## config.mk

```make
export PLATFORM = sky130hd
export DESIGN_NAME = can_card_glue
export DESIGN_NICKNAME = d
export VERILOG_FILES = /design/src/rtl/can_glue_pkg.sv /design/src/rtl/can_glue_csr.sv /design/src/rtl/can_glue_ctlwin.sv /design/src/rtl/can_glue_verreg.sv /design/src/rtl/can_card_glue.sv
export SDC_FILE = /design/constraint.sdc
export NUM_CORES = 1
export LEC_CHECK = 0
export BUFFER_PORTS_ARGS = -buffer_cell sky130_fd_sc_hd__buf_4
export CORE_ASPECT_RATIO = 0.7
export CORE_MARGIN = 8
export CORE_UTILIZATION = 46
export DETAILED_ROUTE_END_ITERATION = 8
export GPL_TIMING_DRIVEN = 0
export HOLD_SLACK_MARGIN = 0.1
export PLACE_DENSITY_LB_ADDON = 0.12
export RECOVER_POWER = 50
export SLEW_MARGIN = 0
export SYNTH_ARGS = -nofsm -noshare
export SYNTH_HDL_FRONTEND = slang
export SYNTH_HIERARCHICAL = 1
export SYNTH_SLANG_ARGS = --single-unit
```

## constraint.sdc

```tcl
create_clock -name clk -period 1.5 [get_ports clk]
set_input_delay 0.225 -clock clk [delete_from_list [all_inputs] [get_ports clk]]
set_output_delay 0.225 -clock clk [all_outputs]
set_load 0.01 [all_outputs]
```

## src/rtl/can_glue_pkg.sv

```systemverilog
// Package: shared region type and the decode helper for the CAN adapter glue.
// Assumes at most one region select is meaningful per access; priority
// resolves overlaps (bridge, then controller window, then version).
package can_glue_pkg;

    typedef enum logic [1:0] {
        RGN_NONE   = 2'd0,
        RGN_BRIDGE = 2'd1,
        RGN_CTL    = 2'd2,
        RGN_VER    = 2'd3
    } region_e;

    // Pick the addressed region from the three selects by fixed priority.
    function automatic region_e pick_region(input logic s_bridge,
                                            input logic s_ctl,
                                            input logic s_ver);
        if (s_bridge)   return RGN_BRIDGE;
        else if (s_ctl) return RGN_CTL;
        else if (s_ver) return RGN_VER;
        else            return RGN_NONE;
    endfunction

endpackage

```

## src/rtl/can_glue_csr.sv

```systemverilog
// Module: interrupt control/status word and the host interrupt gate.
// Holds the 32-bit control word and registers the gated host interrupt.
// Assumes wr_hit is already qualified (bridge region, wide, CSR offset).
module can_glue_csr #(
    parameter int DW       = 32,
    parameter int EN_BIT   = 13,
    parameter int PEND_BIT = 23
) (
    input  logic          clk,
    input  logic          rst_n,
    input  logic          wr_hit,
    input  logic [DW-1:0] wdata,
    input  logic          ctl_irq,
    output logic [DW-1:0] csr_q,
    output logic [DW-1:0] rd_word,
    output logic          host_irq
);

    logic en_next;

    // Enable value that will hold after this edge (written or kept).
    always_comb begin
        en_next = wr_hit ? wdata[EN_BIT] : csr_q[EN_BIT];
    end

    // Stored word, with the pending bit replaced by the live level on reads.
    always_comb begin
        rd_word           = csr_q;
        rd_word[PEND_BIT] = ctl_irq;
    end

    // Control word storage: cleared by reset, replaced whole on a write.
    always_ff @(posedge clk) begin
        if (!rst_n)      csr_q <= '0;
        else if (wr_hit) csr_q <= wdata;
    end

    // Registered interrupt gate: follows the level only while enabled.
    always_ff @(posedge clk) begin
        if (!rst_n) host_irq <= 1'b0;
        else        host_irq <= en_next & ctl_irq;
    end

endmodule

```

## src/rtl/can_glue_ctlwin.sv

```systemverilog
// Module: controller window forwarder.
// Passes byte accesses below CTL_SPAN straight to the controller port in the
// request cycle. Assumes the controller returns read data combinationally.
module can_glue_ctlwin #(
    parameter int AW       = 7,
    parameter int CTL_SPAN = 32,
    parameter int CTL_DW   = 8,
    localparam int CTL_AW  = $clog2(CTL_SPAN)
) (
    input  logic              hit,
    input  logic              wr,
    input  logic [AW-1:0]     addr,
    input  logic [CTL_DW-1:0] wdata,
    output logic              in_range,
    output logic              ctl_req,
    output logic              ctl_wr,
    output logic [CTL_AW-1:0] ctl_addr,
    output logic [CTL_DW-1:0] ctl_wdata
);

    // Range test and port drive for the controller window.
    always_comb begin
        in_range  = (addr < AW'(CTL_SPAN));
        ctl_req   = hit & in_range;
        ctl_wr    = wr;
        ctl_addr  = addr[CTL_AW-1:0];
        ctl_wdata = wdata;
    end

endmodule

```

## src/rtl/can_glue_verreg.sv

```systemverilog
// Module: fixed version register.
// Returns the version number in the high nibble at one offset, zero elsewhere.
// Stateless: writes have no target.
module can_glue_verreg #(
    parameter int          AW      = 7,
    parameter int          VER_OFS = 7,
    parameter logic [3:0]  VER_NUM = 4'd13
) (
    input  logic [AW-1:0] addr,
    output logic [7:0]    rd_byte
);

    localparam logic [7:0] VER_BYTE = {VER_NUM, 4'h0};

    // Offset match for the version byte.
    always_comb begin
        rd_byte = (addr == AW'(VER_OFS)) ? VER_BYTE : 8'h00;
    end

endmodule

```

## src/rtl/can_card_glue.sv

```systemverilog
// Module: top of the CAN adapter glue.
// Decodes the three host regions, owns the registered read response and
// drives the controller reset. Assumes single-cycle host requests.
module can_card_glue
    import can_glue_pkg::*;
#(
    parameter int          AW       = 7,
    parameter int          DW       = 32,
    parameter int          CTL_DW   = 8,
    parameter int          CTL_SPAN = 32,
    parameter logic [6:0]  CSR_OFS  = 7'h38,
    parameter int          EN_BIT   = 13,
    parameter int          PEND_BIT = 23,
    parameter int          VER_OFS  = 7,
    parameter logic [3:0]  VER_NUM  = 4'd13,
    localparam int         CTL_AW   = $clog2(CTL_SPAN)
) (
    input  logic              clk,
    input  logic              rst_n,
    input  logic              host_req,
    input  logic              host_wr,
    input  logic              host_wide,
    input  logic              sel_bridge,
    input  logic              sel_ctl,
    input  logic              sel_ver,
    input  logic [AW-1:0]     host_addr,
    input  logic [DW-1:0]     host_wdata,
    output logic [DW-1:0]     host_rdata,
    output logic              host_rvalid,
    output logic              host_irq,
    input  logic              ctl_irq,
    output logic              ctl_req,
    output logic              ctl_wr,
    output logic [CTL_AW-1:0] ctl_addr,
    output logic [CTL_DW-1:0] ctl_wdata,
    input  logic [CTL_DW-1:0] ctl_rdata,
    output logic              ctl_hw_reset
);

    region_e         rgn;
    logic            csr_hit;
    logic            csr_wr_hit;
    logic            ctl_hit;
    logic            ctl_in_range;
    logic [DW-1:0]   csr_q;
    logic [DW-1:0]   csr_rd;
    logic [7:0]      ver_byte;
    logic [DW-1:0]   rd_next;

    // Region decode and control word hit qualification.
    always_comb begin
        rgn        = pick_region(sel_bridge, sel_ctl, sel_ver);
        csr_hit    = host_req && (rgn == RGN_BRIDGE) && host_wide
                     && (host_addr == CSR_OFS);
        csr_wr_hit = csr_hit && host_wr;
        ctl_hit    = host_req && (rgn == RGN_CTL);
    end

    can_glue_csr #(
        .DW       (DW),
        .EN_BIT   (EN_BIT),
        .PEND_BIT (PEND_BIT)
    ) u_csr (
        .clk      (clk),
        .rst_n    (rst_n),
        .wr_hit   (csr_wr_hit),
        .wdata    (host_wdata),
        .ctl_irq  (ctl_irq),
        .csr_q    (csr_q),
        .rd_word  (csr_rd),
        .host_irq (host_irq)
    );

    can_glue_ctlwin #(
        .AW       (AW),
        .CTL_SPAN (CTL_SPAN),
        .CTL_DW   (CTL_DW)
    ) u_ctlwin (
        .hit       (ctl_hit),
        .wr        (host_wr),
        .addr      (host_addr),
        .wdata     (host_wdata[CTL_DW-1:0]),
        .in_range  (ctl_in_range),
        .ctl_req   (ctl_req),
        .ctl_wr    (ctl_wr),
        .ctl_addr  (ctl_addr),
        .ctl_wdata (ctl_wdata)
    );

    can_glue_verreg #(
        .AW      (AW),
        .VER_OFS (VER_OFS),
        .VER_NUM (VER_NUM)
    ) u_ver (
        .addr    (host_addr),
        .rd_byte (ver_byte)
    );

    // Read data selection for the addressed region.
    always_comb begin
        rd_next = '0;
        unique case (rgn)
            RGN_BRIDGE: if (csr_hit)      rd_next = csr_rd;
            RGN_CTL:    if (ctl_in_range) rd_next = DW'(ctl_rdata);
            RGN_VER:    rd_next = DW'(ver_byte);
            default:    rd_next = '0;
        endcase
    end

    // Registered read response, one clock after each read request.
    always_ff @(posedge clk) begin
        if (!rst_n) begin
            host_rvalid <= 1'b0;
            host_rdata  <= '0;
        end else begin
            host_rvalid <= host_req && !host_wr;
            if (host_req && !host_wr) host_rdata <= rd_next;
        end
    end

    // Card reset forwarded to the controller as a hardware reset.
    always_comb begin
        ctl_hw_reset = !rst_n;
    end

endmodule

```

==> results.md <==
- CP Launch Type: input port
- Ant. Diodes: 0
- Area of the mapped netlist: 0.00334 sq mm
- Worst path cell trace: buf_4 -> and4b_1 -> buf_6 -> buf_6 -> and4_4 -> buf_12 -> clkbuf_16 -> mux2i_1 -> nor2b_1
- Iter 0 DRT Violations: 145
- DIE AREA: 0.0103 sq mm
- Port Buffers: between 100 and 150
- Residual DRC count: 0
- Total grt overflow: 0
- RePlAce Congestion: about 0.77
- Clock transition at the register clock pins on the worst setup and hold paths after CTS: approximately 0.070 ns
- ANT nets after route: 0
- Clock sink count: 65
- # Max-Cap Violations: 0
- Die X: 118 microns
- Max Fclk: between 600 and 700 MHz
- Initial core utilization: between 40% and 50%
- Global routing usage on met2: roughly a quarter
- Reg2reg start: u_csr/csr_q[12]$_SDFFE_PN0P_
- DP HPWL: a little under 7000 microns
- Hold Path Depth: 3
- Fill cells: about 670
- Layout cells sized above 1: 33.6%
- Arr. time, crit path: about 1.7 ns
- Clock latency on the worst-skew pair: 0.34 ns
- Synth Instances: approximately 360
- Worst-path cell with the longest stage delay: and4b_1
- Root buffer cell: clkbuf_8
- Critical path depth: 9
- WL per Instance: 15.4 microns
- Crit path max-delay family: buffers and inverters
- Met3 Use GR: under 10%
- Worst hold path type: input port to flip-flop
- Worst-Margin Slew: 0.574 ns
- WS Path Type: input port to flip-flop
- Vias in the first global route: about 2,700
- Hold Buf Count CTS: 0
- Post-route clock period utilization: between 90% and 100%
- Period minus WS final: about 1.5 ns
- Most crowded layer after global routing: met2
- Global-route wire length before repair: around 14,000 microns
- CP required: between 1.5 and 2 ns
- Std cell rows: 26
- Htree depth: 3
- Top cell by count, worst path: buf_6
- Syn Area/Cell: 9.34 sq um
- TritonRoute pass-1 iters: 5
- Worst Reg-to-Reg Cells: 4
- Post-Place Cell Area: around 0.0043 sq mm
- CP Capture Type: flip-flop
- Initial antenna violation count: 0
- Reg-to-reg slack, setup: 0.48 ns
- # IOs: roughly 110
- CTS tree: done
- Final Hold Vio Count: 0
- Area Growth Syn to Fin: 31.7%
- Total GRT Usage: approximately 17%
- Count of final setup violators: 0
- Crit path max fanout: 10
- Final net count: between 500 and 600
- Worst Clk Skew: 0.00849 ns
- Worst Path Buf+Inv: 5
- Die Height: around 87 microns
- Hold endpoint: u_csr/host_irq$_SDFF_PN0_
- Largest net degree at the start of global routing: 11
- Number of CTS-inserted buffers: 9
- Total Routed Length: between 9000 and 10,000 microns
- Via-to-Cell Ratio: around 4.8
- Slew headroom: roughly three fifths
- Status: finished clean
- Final Cell Area: around 0.0044 sq mm
- Met1 Usage GRT: 22.2%
- Reg2Reg Capture Point: host_rdata[12]$_SDFFE_PN0P_
- LEAKAGE: about 1.7 nW
- Min Hold Slack: between 0.1 and 0.15 ns
- Peak supply drop: 0.451 mV
- Via count: 2,815
- Largest stage delay on the critical path: approximately 0.28 ns
- Core area: roughly 0.0072 sq mm
- CTS Buffer Depth: 2
- Pwr dens: around 790 mW/mm^2
- Final Max Tran Viols: 0
- Hold_sp: ctl_irq
- Synth warn: 6
==> metal layers <==
layer  up-vias  wire [microns]
met3         9             591
met4         0              88
li1       1436               -
met2        81            4050
met1      1289            4300
met5         -               0
==> timing repair <==
| item | in CTS | in global routing |
|---|---|---|
| setup buffers | 1 | 5 |
| resized for setup | 1 | 6 |
| endpoints found under the setup margin | 29 | 31 |
| pin swaps | 0 | 0 |
| endpoints found under the hold margin | 0 | 0 |
| gates cloned | 0 | 3 |
==> layout make-up <==
| type | count | area, sq um | share of cell area (%) |
|---|---|---|---|
| buffer | 81 | 607 | 13.8 |
| clock buffer | 13 | 169 | 3.84 |
| clock inverter | 2 | 12.5 | 0.284 |
| inverter | 1 | 3.75 | 0.0853 |
| multi-input combinational | 213 | 1470 | 33.3 |
| sequential | 65 | 1300 | 29.6 |
| tap | 98 | 123 | 2.79 |
| timing repair buffer | 113 | 718 | 16.3 |
==> report_power, final <==
group | switching (W) | leakage, nW | internal, W | total (W)
Sequential | 0.00000162 | 0.523 | 0.00173 | 0.00173
Clock | 0.000651 | 0.0915 | 0.000724 | 0.00138
Combinational | 0.000176 | 1.06 | 0.000190 | 0.000367
Total | 0.000829 | 1.67 | 0.00264 | 0.00347
==> layout by cell type, fill, tap and decap left out, types with 2 or more instances in the layout <==
cell,count
a222oi_1,8
buf_2,8
conb_1,5
nand4_1,32
clkbuf_8,12
clkbuf_2,3
dfxtp_1,65
mux2i_1,31
a221oi_2,7
nand2_1,34
buf_12,4
clkbuf_1,58
buf_6,3
buf_4,114
nor2b_1,55
and3b_1,2
nor2_1,3
nor3b_2,2
clkbuf_16,3
a21oi_1,24
==> worst reg2reg max path, stage by stage (launching register included) <==
cell,delay [ns]
dfxtp_1,0.38
buf_4,0.12
nor2b_1,0.15
nand4_1,0.13
a21oi_1,0.16
==> how the worst max path moves through the flow <==
stage                       startpoint  slack (ns)                      endpoint
final                     host_addr[1]        0.03  u_csr/csr_q[19]$_SDFFE_PN0P_
after global routing      host_addr[0]      -0.009  u_csr/csr_q[19]$_SDFFE_PN0P_
after global placement    host_addr[5]       -0.42   u_csr/csr_q[3]$_SDFFE_PN0P_
after detailed placement  host_addr[5]       -0.41  u_csr/csr_q[29]$_SDFFE_PN0P_
after floorplan           host_addr[0]       -0.06   u_csr/csr_q[0]$_SDFFE_PN0P_
after CTS                 host_addr[0]        0.02  u_csr/csr_q[15]$_SDFFE_PN0P_
==> stage by stage <==
stage | power, W | std cells | setup slack, ns | utilization [%] | setup TNS, ns
after CTS | 0.00349 | 580 | 0.0225 | 62.2 | 0
final | 0.00347 | 586 | 0.0258 | 61.5 | 0
after floorplan | 0.00194 | 362 | -0.0618 | - | -1.74
after global routing | 0.00363 | 586 | -0.00870 | 61.5 | -0.0147
after global placement | 0.00214 | 564 | -0.416 | 59.5 | -13.04
after detailed placement | 0.00214 | 564 | -0.413 | 59.5 | -12.76
==> flip-flops by register name, indices dropped and copies added (netlist names) <==
signal,cells
host_rdata,32
host_rvalid,1
u_csr/csr_q,31
u_csr/host_irq,1
Note: power is estimated with default switching activity, not from simulation.
